## src/rtl/shift_accum_unit.sv

```systemverilog
module shift_accum_unit #(
  parameter int DW = 16,
  parameter int AW = 32,
  parameter int IW = 13
) (
  input  logic          clk,
  input  logic          rst_n,
  input  logic          exec,
  input  logic [15:0]   instr,
  input  logic [DW-1:0] operand,
  input  logic          sxm,
  input  logic          ovm,
  input  logic          ovf_clr,
  output logic [AW-1:0] acc,
  output logic          ovf_flag,
  output logic          carry
);
  localparam int XW = AW - DW;
  localparam int ZW = AW - IW;
  localparam logic [AW-1:0] POS_MAX = {1'b0, {(AW-1){1'b1}}};
  localparam logic [AW-1:0] NEG_MIN = {1'b1, {(AW-1){1'b0}}};

  logic          is_mem, is_imm, add_en, ovf;
  logic [AW-1:0] wide_op, addend, next_acc;
  logic [AW:0]   sum;

  assign is_mem  = instr[15:12] == 4'b0000;
  assign is_imm  = instr[15:13] == 3'b100;
  assign add_en  = exec && (is_mem || is_imm);
  assign wide_op = sxm ? {{XW{operand[DW-1]}}, operand} : {{XW{1'b0}}, operand};
  assign addend  = is_mem ? (wide_op << instr[11:8]) : {{ZW{1'b0}}, instr[IW-1:0]};
  assign sum     = {1'b0, acc} + {1'b0, addend};
  assign ovf     = (acc[AW-1] == addend[AW-1]) && (sum[AW-1] != acc[AW-1]);
  assign next_acc = (ovf && ovm) ? (acc[AW-1] ? NEG_MIN : POS_MAX) : sum[AW-1:0];

  always_ff @(posedge clk) begin
    if (!rst_n) begin
      acc      <= '0;
      carry    <= 1'b0;
      ovf_flag <= 1'b0;
    end else begin
      if (add_en) begin
        acc   <= next_acc;
        carry <= sum[AW];
      end
      if (add_en && ovf)
        ovf_flag <= 1'b1;
      else if (ovf_clr)
        ovf_flag <= 1'b0;
    end
  end

  a_r5_hold: assert property (@(posedge clk) disable iff (!rst_n)
    !add_en |=> $stable(acc) && $stable(carry));
  a_r7_set: assert property (@(posedge clk) disable iff (!rst_n)
    add_en && ovf |=> ovf_flag);
  a_r7_sticky: assert property (@(posedge clk) disable iff (!rst_n)
    ovf_flag && !ovf_clr |=> ovf_flag);
  a_r8_saturate: assert property (@(posedge clk) disable iff (!rst_n)
    add_en && ovf && ovm |=> (acc == POS_MAX || acc == NEG_MIN));
  a_r9_clear: assert property (@(posedge clk) disable iff (!rst_n)
    ovf_clr && !(add_en && ovf) |=> !ovf_flag);
  a_r1_reset: assert property (@(posedge clk)
    !rst_n |=> acc == '0 && !ovf_flag && !carry);
endmodule

```

## config.mk

```make
export PLATFORM = sky130hd
export DESIGN_NAME = shift_accum_unit
export DESIGN_NICKNAME = d
export VERILOG_FILES = /design/src/rtl/shift_accum_unit.sv
export SDC_FILE = /design/constraint.sdc
export NUM_CORES = 1
export LEC_CHECK = 0
export BUFFER_PORTS_ARGS = -buffer_cell sky130_fd_sc_hd__clkbuf_2
export CAP_MARGIN = 20
export CORE_ASPECT_RATIO = 0.7
export CORE_MARGIN = 10
export CORE_UTILIZATION = 40
export DETAILED_ROUTE_END_ITERATION = 10
export GPL_ROUTABILITY_DRIVEN = 0
export MAX_ROUTING_LAYER = met4
export PLACE_DENSITY = 0.75
export SLEW_MARGIN = 10
export SYNTH_ARGS = -nofsm -noshare
export SYNTH_HDL_FRONTEND = slang
export SYNTH_SLANG_ARGS = --single-unit
export TNS_END_PERCENT = 100
```

## constraint.sdc

```tcl
create_clock -name clk -period 4.4 [get_ports clk]
set_input_delay 0.88 -clock clk [delete_from_list [all_inputs] [get_ports clk]]
set_output_delay 0.88 -clock clk [all_outputs]
set_load 0.005 [all_outputs]
```

==> impl_metrics.json, run 1 <==
{
  "min_path_type": "reg2reg",
  "reg2reg_to": "acc[30]",
  "leakage_uw": 0.00269,
  "path_clk_slew_ns": 0.06,
  "powerDensity_nw_per_um2": 197,
  "worstReg2RegStart": "acc[0]",
  "regArea_um2": 681,
  "ys_types": 68,
  "outcome": "finished clean",
  "async_reset_ff_share_pct": 0,
  "p_comb_share_pct": 33.8,
  "synth_seq_cells": 34,
  "instances_no_fill": 838,
  "worstPathMaxFanout": 8,
  "setup_viol": 0,
  "finalClockSkew_ns": 0.00470,
  "wirelength_um": 14100,
  "drv_cap": 0,
  "synth-edff-count": 0,
  "p_sw_uw": 348,
  "synthFlopType": "dfxtp_1",
  "path_cells": "clkbuf_4 > buf_4 > mux2i_1 > nor2_1 > a31oi_1 > nand2_1 > a32o_1 > ha_1 > a21oi_2 > o211a_1 > a211oi_2 > o2111a_2 > o311a_4 > nor2_4 > or4b_1 > o211ai_2",
  "drv_slew": 0,
  "gr-usage-all-layers_pct": 18.6,
  "finalCritPeriodShare_pct": 96.8,
  "die_area_um2": 14900,
  "syn_nets": 651,
  "drive_above_1_share_pct": 28.2,
  "syn-cell-area_um2": 4140,
  "portBuffers": 71,
  "min_period_ns": 4.26,
  "yosysWarningCount": 0,
  "min_from": "carry",
  "ios": 72,
  "power.total_uw": 1060,
  "drc": 0,
  "hpwl_um": 11400,
  "multiInputGateArea_um2": 3280,
  "fmax_mhz": 235,
  "numCtsBuffers": 5,
  "diodes": 0,
  "tritoncts": "done",
  "grt_pass1_vias": 4739,
  "grt_pass1_wl_um": 22800,
  "critPathLaunchType": "input port",
  "cp.required_ns": 4.61,
  "worst_pin_slew_ns": 0.658,
  "h-tree-depth": 2,
  "rsz0062_at_grt": "true",
  "critical_path_class": "in2reg",
  "viasPerCell": 5.79,
  "cts_hold_buffers": 0,
  "syn-instance-count": 580,
  "avgSynthCellArea_um2": 7.13,
  "grt_max_degree": 42,
  "min_to": "carry",
  "clock-sinks": 34,
  "synthToLayoutAreaGrowth_pct": 30.0,
  "die_y_um": 105,
  "postRouteAntennaNets": 0,
  "die_x_um": 142,
  "fillCellCount": 967,
  "wl_per_cell_um": 16.8,
  "ir_worst_vdd_uv": 151,
  "final_cell_mix": "buf_4 (85), a21oi_1 (77), clkbuf_2 (70)",
  "pwr-share-clk_pct": 34.6,
  "drtPass1Iterations": 5,
  "slowest_delay_ns": 0.46,
  "p_int_uw": 714,
  "root_buffer": "clkbuf_16",
  "vias": 4850,
  "relSlewSlack_pct": 56.1,
  "arrival_ns": 4.47,
  "layout_commonest_cell": "buf_4",
  "hold_violations": 0,
  "core_um2": 9910,
  "critPathSlowestCell": "or4b_1",
  "antenna_found_initial": 0,
  "critPathCaptureType": "flop",
  "p_seq_share_pct": 31.6,
  "grt-ovfl-total": 0,
  "drt_iter0_markers": 456,
  "switching_share_pct": 32.7,
  "rrSetupSlack_ns": 1.57,
  "r2r_cells": 12,
  "start_util_pct": 41.8,
  "nNetsFinal": 780,
  "synth.yosys.seq_area_share_pct": 16.4,
  "clk_path_buf_depth": 2,
  "place_inst": 829,
  "worst_hold_path.num_cells": 1,
  "rows": 30,
  "insertion_delay_ns": 0.29
}
[registers in the layout (all words and copies together) (netlist names)]
register	flops
carry	1
ovf_flag	1
acc	32
[power groups by stage]
stage	Combinational, uW	Clock, uW	Sequential [uW]
final	359	367	336
after global routing	396	385	337
after CTS	350	371	336
after detailed placement	348	0	342
after global placement	338	0	341
after floorplan	210	0	339
[worst max-delay path by stage]
stage	endpoint	from	cells after the start	slack, ns
global placement	acc[24]	instr[8]	20	-0.19
finish	acc[28]	instr[8]	16	0.14
CTS	acc[24]	instr[8]	20	0.09
floorplan	acc[5]	instr[8]	20	0.03
global route	acc[20]	instr[8]	20	-0.05
detailed placement	acc[24]	instr[8]	20	-0.20
[metrics by stage]
step                setup slack (ns)  util, %  instance area, um^2  hold slack (ns)  setup TNS [ns]
CTS                           0.0850     53.6                 5320            0.502               0
finish                         0.141     54.3                 5380            0.497               0
floorplan                     0.0287        -                 4140            0.495               0
detailed placement            -0.196     52.2                 5170            0.489           -2.32
global placement              -0.189     52.2                 5170            0.486           -2.41
global route                 -0.0467     54.3                 5380            0.519         -0.0901
[critical path, delay by kind of cell]
family,cells,cell delay (ns)
simple gates,4,0.80
compound gates,8,1.84
fa+ha+maj,1,0.39
buf+inv,2,0.31
mux,1,0.22
[layout make-up]
| class | instances | share of cell area, % |
|---|---|---|
| Sequential cell | 34 | 12.7 |
| Multi-Input combinational cell | 496 | 61.0 |
| Timing Repair Buffer | 161 | 19.9 |
| Clock buffer | 7 | 2.65 |
| Inverter | 11 | 0.768 |
| Clock inverter | 1 | 0.0930 |
| Tap cell | 128 | 2.98 |
[repair_timing]
item,in CTS,in global routing
hold endpoints to repair,0,0
endpoints found under the setup margin,0,34
setup buffers,0,1
resized for setup,0,16
[layer usage]
metal / share of wire [%] / vias to the layer above / global-route usage, %
met3: 7.5 / 23 / 3.80
met4: 1.7 / 0 / 4.44
met5: 0 / - / -
met1: 46 / 2250 / 24.2
met2: 45 / 187 / 28.8
li1: - / 2390 / -
[synth_stat cells, drive strengths merged (3+ instances only)]
cell type | number | area [um^2]
o21bai | 8 | 60.1
o21a | 3 | 22.5
mux2i | 20 | 200
nor2b | 11 | 68.8
a21o | 14 | 105
o31ai | 4 | 30.0
and2 | 5 | 31.3
buf | 14 | 83.8
nand3 | 11 | 55.1
o21ai | 63 | 315
or3 | 4 | 25.0
nand2b | 4 | 25.0
nand2 | 43 | 161
or2 | 7 | 43.8
a21boi | 3 | 22.5
nand4 | 5 | 31.3
clkbuf | 25 | 93.8
nor2 | 65 | 251
dfxtp | 34 | 681
nor3 | 5 | 25.0
inv | 10 | 37.5
a211oi | 20 | 155
and3 | 8 | 50.1
mux2 | 8 | 90.1
o211ai | 6 | 50.1
a31oi | 9 | 56.3
a21oi | 79 | 403
ha | 32 | 400
xnor2 | 13 | 114
xor2 | 11 | 96.3
a211o | 3 | 26.3
[cells by family after synthesis]
kind of cell	after synthesis	share of synthesized area (%)
flip-flops	34	16.4
AND/OR/NAND/NOR	176	20.3
multiplexers	29	7.56
adder cells (fa/ha/maj)	33	10.2
AO/OA/AOI/OAI	234	35.2
buffers and inverters	50	5.29
XOR/XNOR	24	5.08
Note: power is estimated with default switching activity, not from simulation.
==> run 2, diff against run 1 <==
BUFFER_PORTS_ARGS = not set   (was -buffer_cell sky130_fd_sc_hd__clkbuf_2)
DONT_BUFFER_PORTS = 1   (was not set)
PLACE_DENSITY = 0.68   (was 0.75)
==> impl_metrics.json, run 2 (same netlist as run 1, synthesis figures left out) <==
{
  "rrSetupSlack_ns": 1.38,
  "min_path_type": "reg2reg",
  "portBuffers": 0,
  "outcome": "finished clean",
  "wirelength_um": 13100,
  "largest_reg_flops": 32,
  "top_regs": "acc: 32 flops, carry: 1 flops, ovf_flag: 1 flops",
  "rsz0062_at_grt": "false",
  "crit_top_cell": "buf_4",
  "cp.required_ns": 4.63,
  "path_cells": "mux2_2 > nand2_1 > o21ai_0 > mux2i_1 > a21oi_1 > ha_1 > buf_4 > nand4_1 > nor3_1 > o2111a_1 > nor4_2 > buf_4 > nor2_4 > buf_4 > a21oi_1 > nor2_1",
  "drv_slew": 0,
  "hold_slack_ns": 0.542,
  "finalCritPeriodShare_pct": 91.6,
  "cts_setup_buffers": 0,
  "tritoncts": "done",
  "critical_path.top_delay_family": "simple AND/OR/NAND/NOR gates",
  "cts_hold_buffers": 0,
  "drt_iter0_markers": 382,
  "postRouteAntennaNets": 0,
  "die_x_um": 142,
  "worst_hold_path.num_cells": 1,
  "insertion_delay_ns": 0.29,
  "r2r_cells": 12,
  "reg2reg_to": "acc[30]",
  "drc": 0,
  "synthToLayoutAreaGrowth_pct": 8.71,
  "vias": 4306,
  "leakage_uw": 0.00208,
  "critPathCaptureType": "flop",
  "layout_commonest_cell": "a21oi_1",
  "arrival_ns": 4.26,
  "largest-register": "acc",
  "clk_path_buf_depth": 2,
  "setup_ws_ns": 0.369,
  "clock-sinks": 34,
  "grt-ovfl-total": 0,
  "place_ws_ns": 0.154,
  "finalClockSkew_ns": 0.00709,
  "ios": 72,
  "die_area_um2": 14900,
  "drv_cap": 0,
  "ir_worst_vdd_uv": 130,
  "final_cell_mix": "a21oi_1 (77), nor2_1 (64), o21ai_0 (60)",
  "critical_path_class": "in2reg",
  "numCtsBuffers": 5,
  "finalSetupTns_ns": 0,
  "core_um2": 9910,
  "wl_per_cell_um": 18.5,
  "power.total_uw": 963,
  "start_util_pct": 41.8,
  "cts_resized": 0,
  "min_from": "carry",
  "powerDensity_nw_per_um2": 214,
  "critPathLaunchType": "input port",
  "diodes": 0,
  "min_to": "carry",
  "worst_pin_slew_ns": 0.513,
  "gr-usage-all-layers_pct": 17.1,
  "drtPass1Iterations": 5,
  "viasPerCell": 6.10,
  "min_period_ns": 4.03,
  "fmax_mhz": 248,
  "root_buffer": "clkbuf_16",
  "antenna_found_initial": 0,
  "setup_viol": 0,
  "nNetsFinal": 648,
  "hpwl_um": 10600,
  "worstPathMaxFanout": 25,
  "critPathSlowestCell": "nor3_1",
  "worstReg2RegStart": "acc[0]",
  "h-tree-depth": 2,
  "hold_violations": 0,
  "drive_above_1_share_pct": 10.6,
  "relSlewSlack_pct": 65.8,
  "rows": 30,
  "grt_pass1_wl_um": 20700,
  "grt_pass1_vias": 4003,
  "path_clk_slew_ns": 0.06,
  "slowest_delay_ns": 0.40,
  "crit_buf_inv": 3,
  "die_y_um": 105,
  "grt_max_degree": 43
}
==> run 2: changes by cell type in the layout (fill, tap and decap cells not counted), moves of 2 or more <==
cell	previous run	this run
buf_4	85	28
clkbuf_2	70	0
o21ai_0	58	60
buf_6	3	0
o21ai_1	5	3
==> run 2: worst max path at each step <==
stage / start / to / slack [ns] / cells after the start
floorplan: instr[8] / acc[5] / 0.03 / 20
global placement: instr[8] / acc[28] / 0.18 / 15
detailed placement: instr[8] / acc[28] / 0.15 / 15
CTS: instr[8] / acc[20] / 0.44 / 16
global route: instr[9] / acc[30] / 0.08 / 16
finish: instr[8] / acc[9] / 0.37 / 16
==> run 2: cell type report <==
cell class / count / area (um^2)
multi-input cells: 496 / 3240
repair buffers: 29 / 230
flip-flops and latches: 34 / 681
well taps: 128 / 160
fillers: 1012 / 5410
clock inverters: 1 / 5.00
inverters: 11 / 41.3
clock buffers: 7 / 143
==> run 2: routing by layer <==
| layer | GRT usage [%] | wire, um | vias to the layer above |
|---|---|---|---|
| met2 | 24.3 | 5500 | 204 |
| met1 | 23.2 | 6090 | 1953 |
| met4 | 2.98 | 116 | 0 |
| met3 | 5.47 | 1340 | 17 |
| li1 | - | - | 2132 |
| met5 | - | 0 | - |
==> run 2: power breakdown <==
group          leakage, uW  internal (uW)  switching (uW)
clock network    0.0000739            225             140
registers         0.000277            322            17.6
logic              0.00173            113             146
total              0.00208            660             303
==> run 2: through the flow <==
stage	std cells	cell area, um^2	utilization (%)
floorplan	580	4140	-
global placement	698	4350	43.9
detailed placement	698	4350	43.9
CTS	706	4500	45.4
global route	706	4500	45.4
finish	706	4500	45.4
==> run 3, diff against run 2 <==
==> constraint.sdc (replaced) <==
create_clock -name clk -period 4.4 [get_ports clk]
set_input_delay 0.66 -clock clk [delete_from_list [all_inputs] [get_ports clk]]
set_output_delay 0.66 -clock clk [all_outputs]
set_load 0.005 [all_outputs]
==> impl_metrics.json, run 3 (same netlist as run 1, synthesis figures left out) <==
{
  "ios": 72,
  "clock-sinks": 34,
  "critPathSlowestCell": "mux4_2",
  "wirelength_um": 13300,
  "critical_path_class": "in2reg",
  "worstPathMaxFanout": 24,
  "gr-usage-all-layers_pct": 17.4,
  "die_x_um": 142,
  "switching_share_pct": 30.8,
  "min_path_type": "in2reg",
  "layout_commonest_cell": "a21oi_1",
  "die_y_um": 105,
  "p_int_uw": 681,
  "largest_reg_flops": 32,
  "vias": 4285,
  "reg2reg_to": "acc[22]",
  "fillCellCount": 1023,
  "finalSetupTns_ns": 0,
  "critical_path.top_delay_family": "compound AO/OA/AOI/OAI gates",
  "start_util_pct": 41.8,
  "p_seq_share_pct": 34.5,
  "crit_cells": 14,
  "numCtsBuffers": 5,
  "hold_violations": 0,
  "rsz0062_at_grt": "false",
  "leakage_uw": 0.00202,
  "portBuffers": 0,
  "clk_path_buf_depth": 2,
  "p_sw_uw": 304,
  "powerDensity_nw_per_um2": 224,
  "finalCritPeriodShare_pct": 90.4,
  "crit_buf_inv": 1,
  "grt_max_degree": 43,
  "finalClockSkew_ns": 0.0101,
  "postPlaceCellArea_um2": 4230,
  "multiInputGateArea_um2": 3240,
  "insertion_delay_ns": 0.29,
  "cts_hold_buffers": 0,
  "min_period_ns": 3.98,
  "diodes": 0,
  "cp.required_ns": 4.57,
  "drc": 0,
  "rrSetupSlack_ns": 1.24,
  "fmax_mhz": 252,
  "postRouteAntennaNets": 0,
  "core_um2": 9910,
  "ir_worst_vdd_uv": 132,
  "cts_setup_buffers": 0,
  "drv_slew": 0,
  "rows": 30,
  "worstReg2RegStart": "acc[0]",
  "top_regs": "acc: 32 flops, carry: 1 flops, ovf_flag: 1 flops",
  "h-tree-depth": 2,
  "root_buffer": "clkbuf_16",
  "synthToLayoutAreaGrowth_pct": 6.32,
  "r2r_cells": 11,
  "grt_pass1_wl_um": 21000,
  "p_comb_share_pct": 24.8,
  "grt_pass1_vias": 3971,
  "relSlewSlack_pct": 66.2,
  "setup_viol": 0,
  "antenna_found_initial": 0,
  "drive_above_1_share_pct": 8.51,
  "regArea_um2": 681,
  "path_cells": "mux4_2 > mux2i_1 > nor2_1 > a211oi_1 > a21oi_1 > ha_1 > nand2_1 > o21ai_0 > or2_0 > o2111a_1 > o311a_1 > nand2b_1 > buf_4 > o221a_2",
  "slowest_delay_ns": 0.52,
  "critPathCaptureType": "flop",
  "wl_per_cell_um": 19.2,
  "tritoncts": "done",
  "critPathLaunchType": "input port",
  "worst_pin_slew_ns": 0.502,
  "crit_path_start": "instr[8]",
  "nNetsFinal": 634,
  "viasPerCell": 6.19,
  "path_clk_slew_ns": 0.06,
  "outcome": "finished clean",
  "die_area_um2": 14900,
  "arrival_ns": 4.15,
  "drtPass1Iterations": 5,
  "crit_end": "acc[2]",
  "grt-ovfl-total": 0,
  "final_cell_mix": "a21oi_1 (77), nor2_1 (64), o21ai_0 (60)",
  "drt_iter0_markers": 451,
  "pwr-share-clk_pct": 40.6,
  "finalInstanceArea_um2": 4400,
  "drv_cap": 0,
  "hold_slack_ns": 0.504,
  "cts_resized": 0,
  "hpwl_um": 10600,
  "largest-register": "acc"
}
-- run 3: cell count changes in the layout (fill, tap and decap cells not counted), sizes merged --
cell    change
clkinv      -1
buf        -14
clkbuf      +1
-- run 3: final cells by class --
class	count	area share, %
flip-flops and latches	34	15.5
clock buffers	8	3.78
repair buffers	15	2.56
well taps	128	3.64
multi-input cells	496	73.6
inverters	11	0.939
-- run 3: worst min-delay path by stage --
stage          slack, ns     end  cells after the start  startpoint
2_1_floorplan       0.50   carry                      1       carry
3_3_place_gp        0.55   carry                      1       carry
3_5_place_dp        0.55   carry                      1       carry
4_1_cts             0.51   carry                      1       rst_n
5_1_grt             0.51  acc[7]                      2       rst_n
6_report            0.50   carry                      1       rst_n
-- run 3: worst reg2reg max path, cell delays in order (launching register included) --
cell and delay [ns]:
dfxtp_1 0.35, ha_1 0.26, fa_1 0.43, a21oi_1 0.26, o21ai_0 0.13, a21oi_1 0.34
o21bai_1 0.19, a221oi_2 0.43, o21ai_0 0.24, xor2_1 0.19, a21oi_1 0.18, nor2_1 0.06
-- run 3: per-stage QoR --
stage	total power (uW)	worst slack [ns]	std cells	utilization, %
after floorplan	549	0.0798	580	-
after global placement	580	0.250	684	42.7
after detailed placement	586	0.203	684	42.7
after CTS	981	0.490	692	44.4
after global routing	1030	0.210	692	44.4
final	985	0.424	692	44.4
-- run 3: metal layers --
metal / global-route usage, % / vias up / routed length, um
met5: - / - / 0
met1: 23.9 / 1976 / 6410
li1: - / 2112 / -
met2: 24.2 / 179 / 5530
met3: 5.56 / 18 / 1220
met4: 3.42 / 0 / 155
-- run 3: power groups by stage --
stage               clock network (uW)  logic (uW)  registers (uW)
floorplan                            0         209             339
global placement                     0         233             347
detailed placement                   0         238             348
CTS                                400         240             341
global route                       415         272             343
finish                             400         245             340
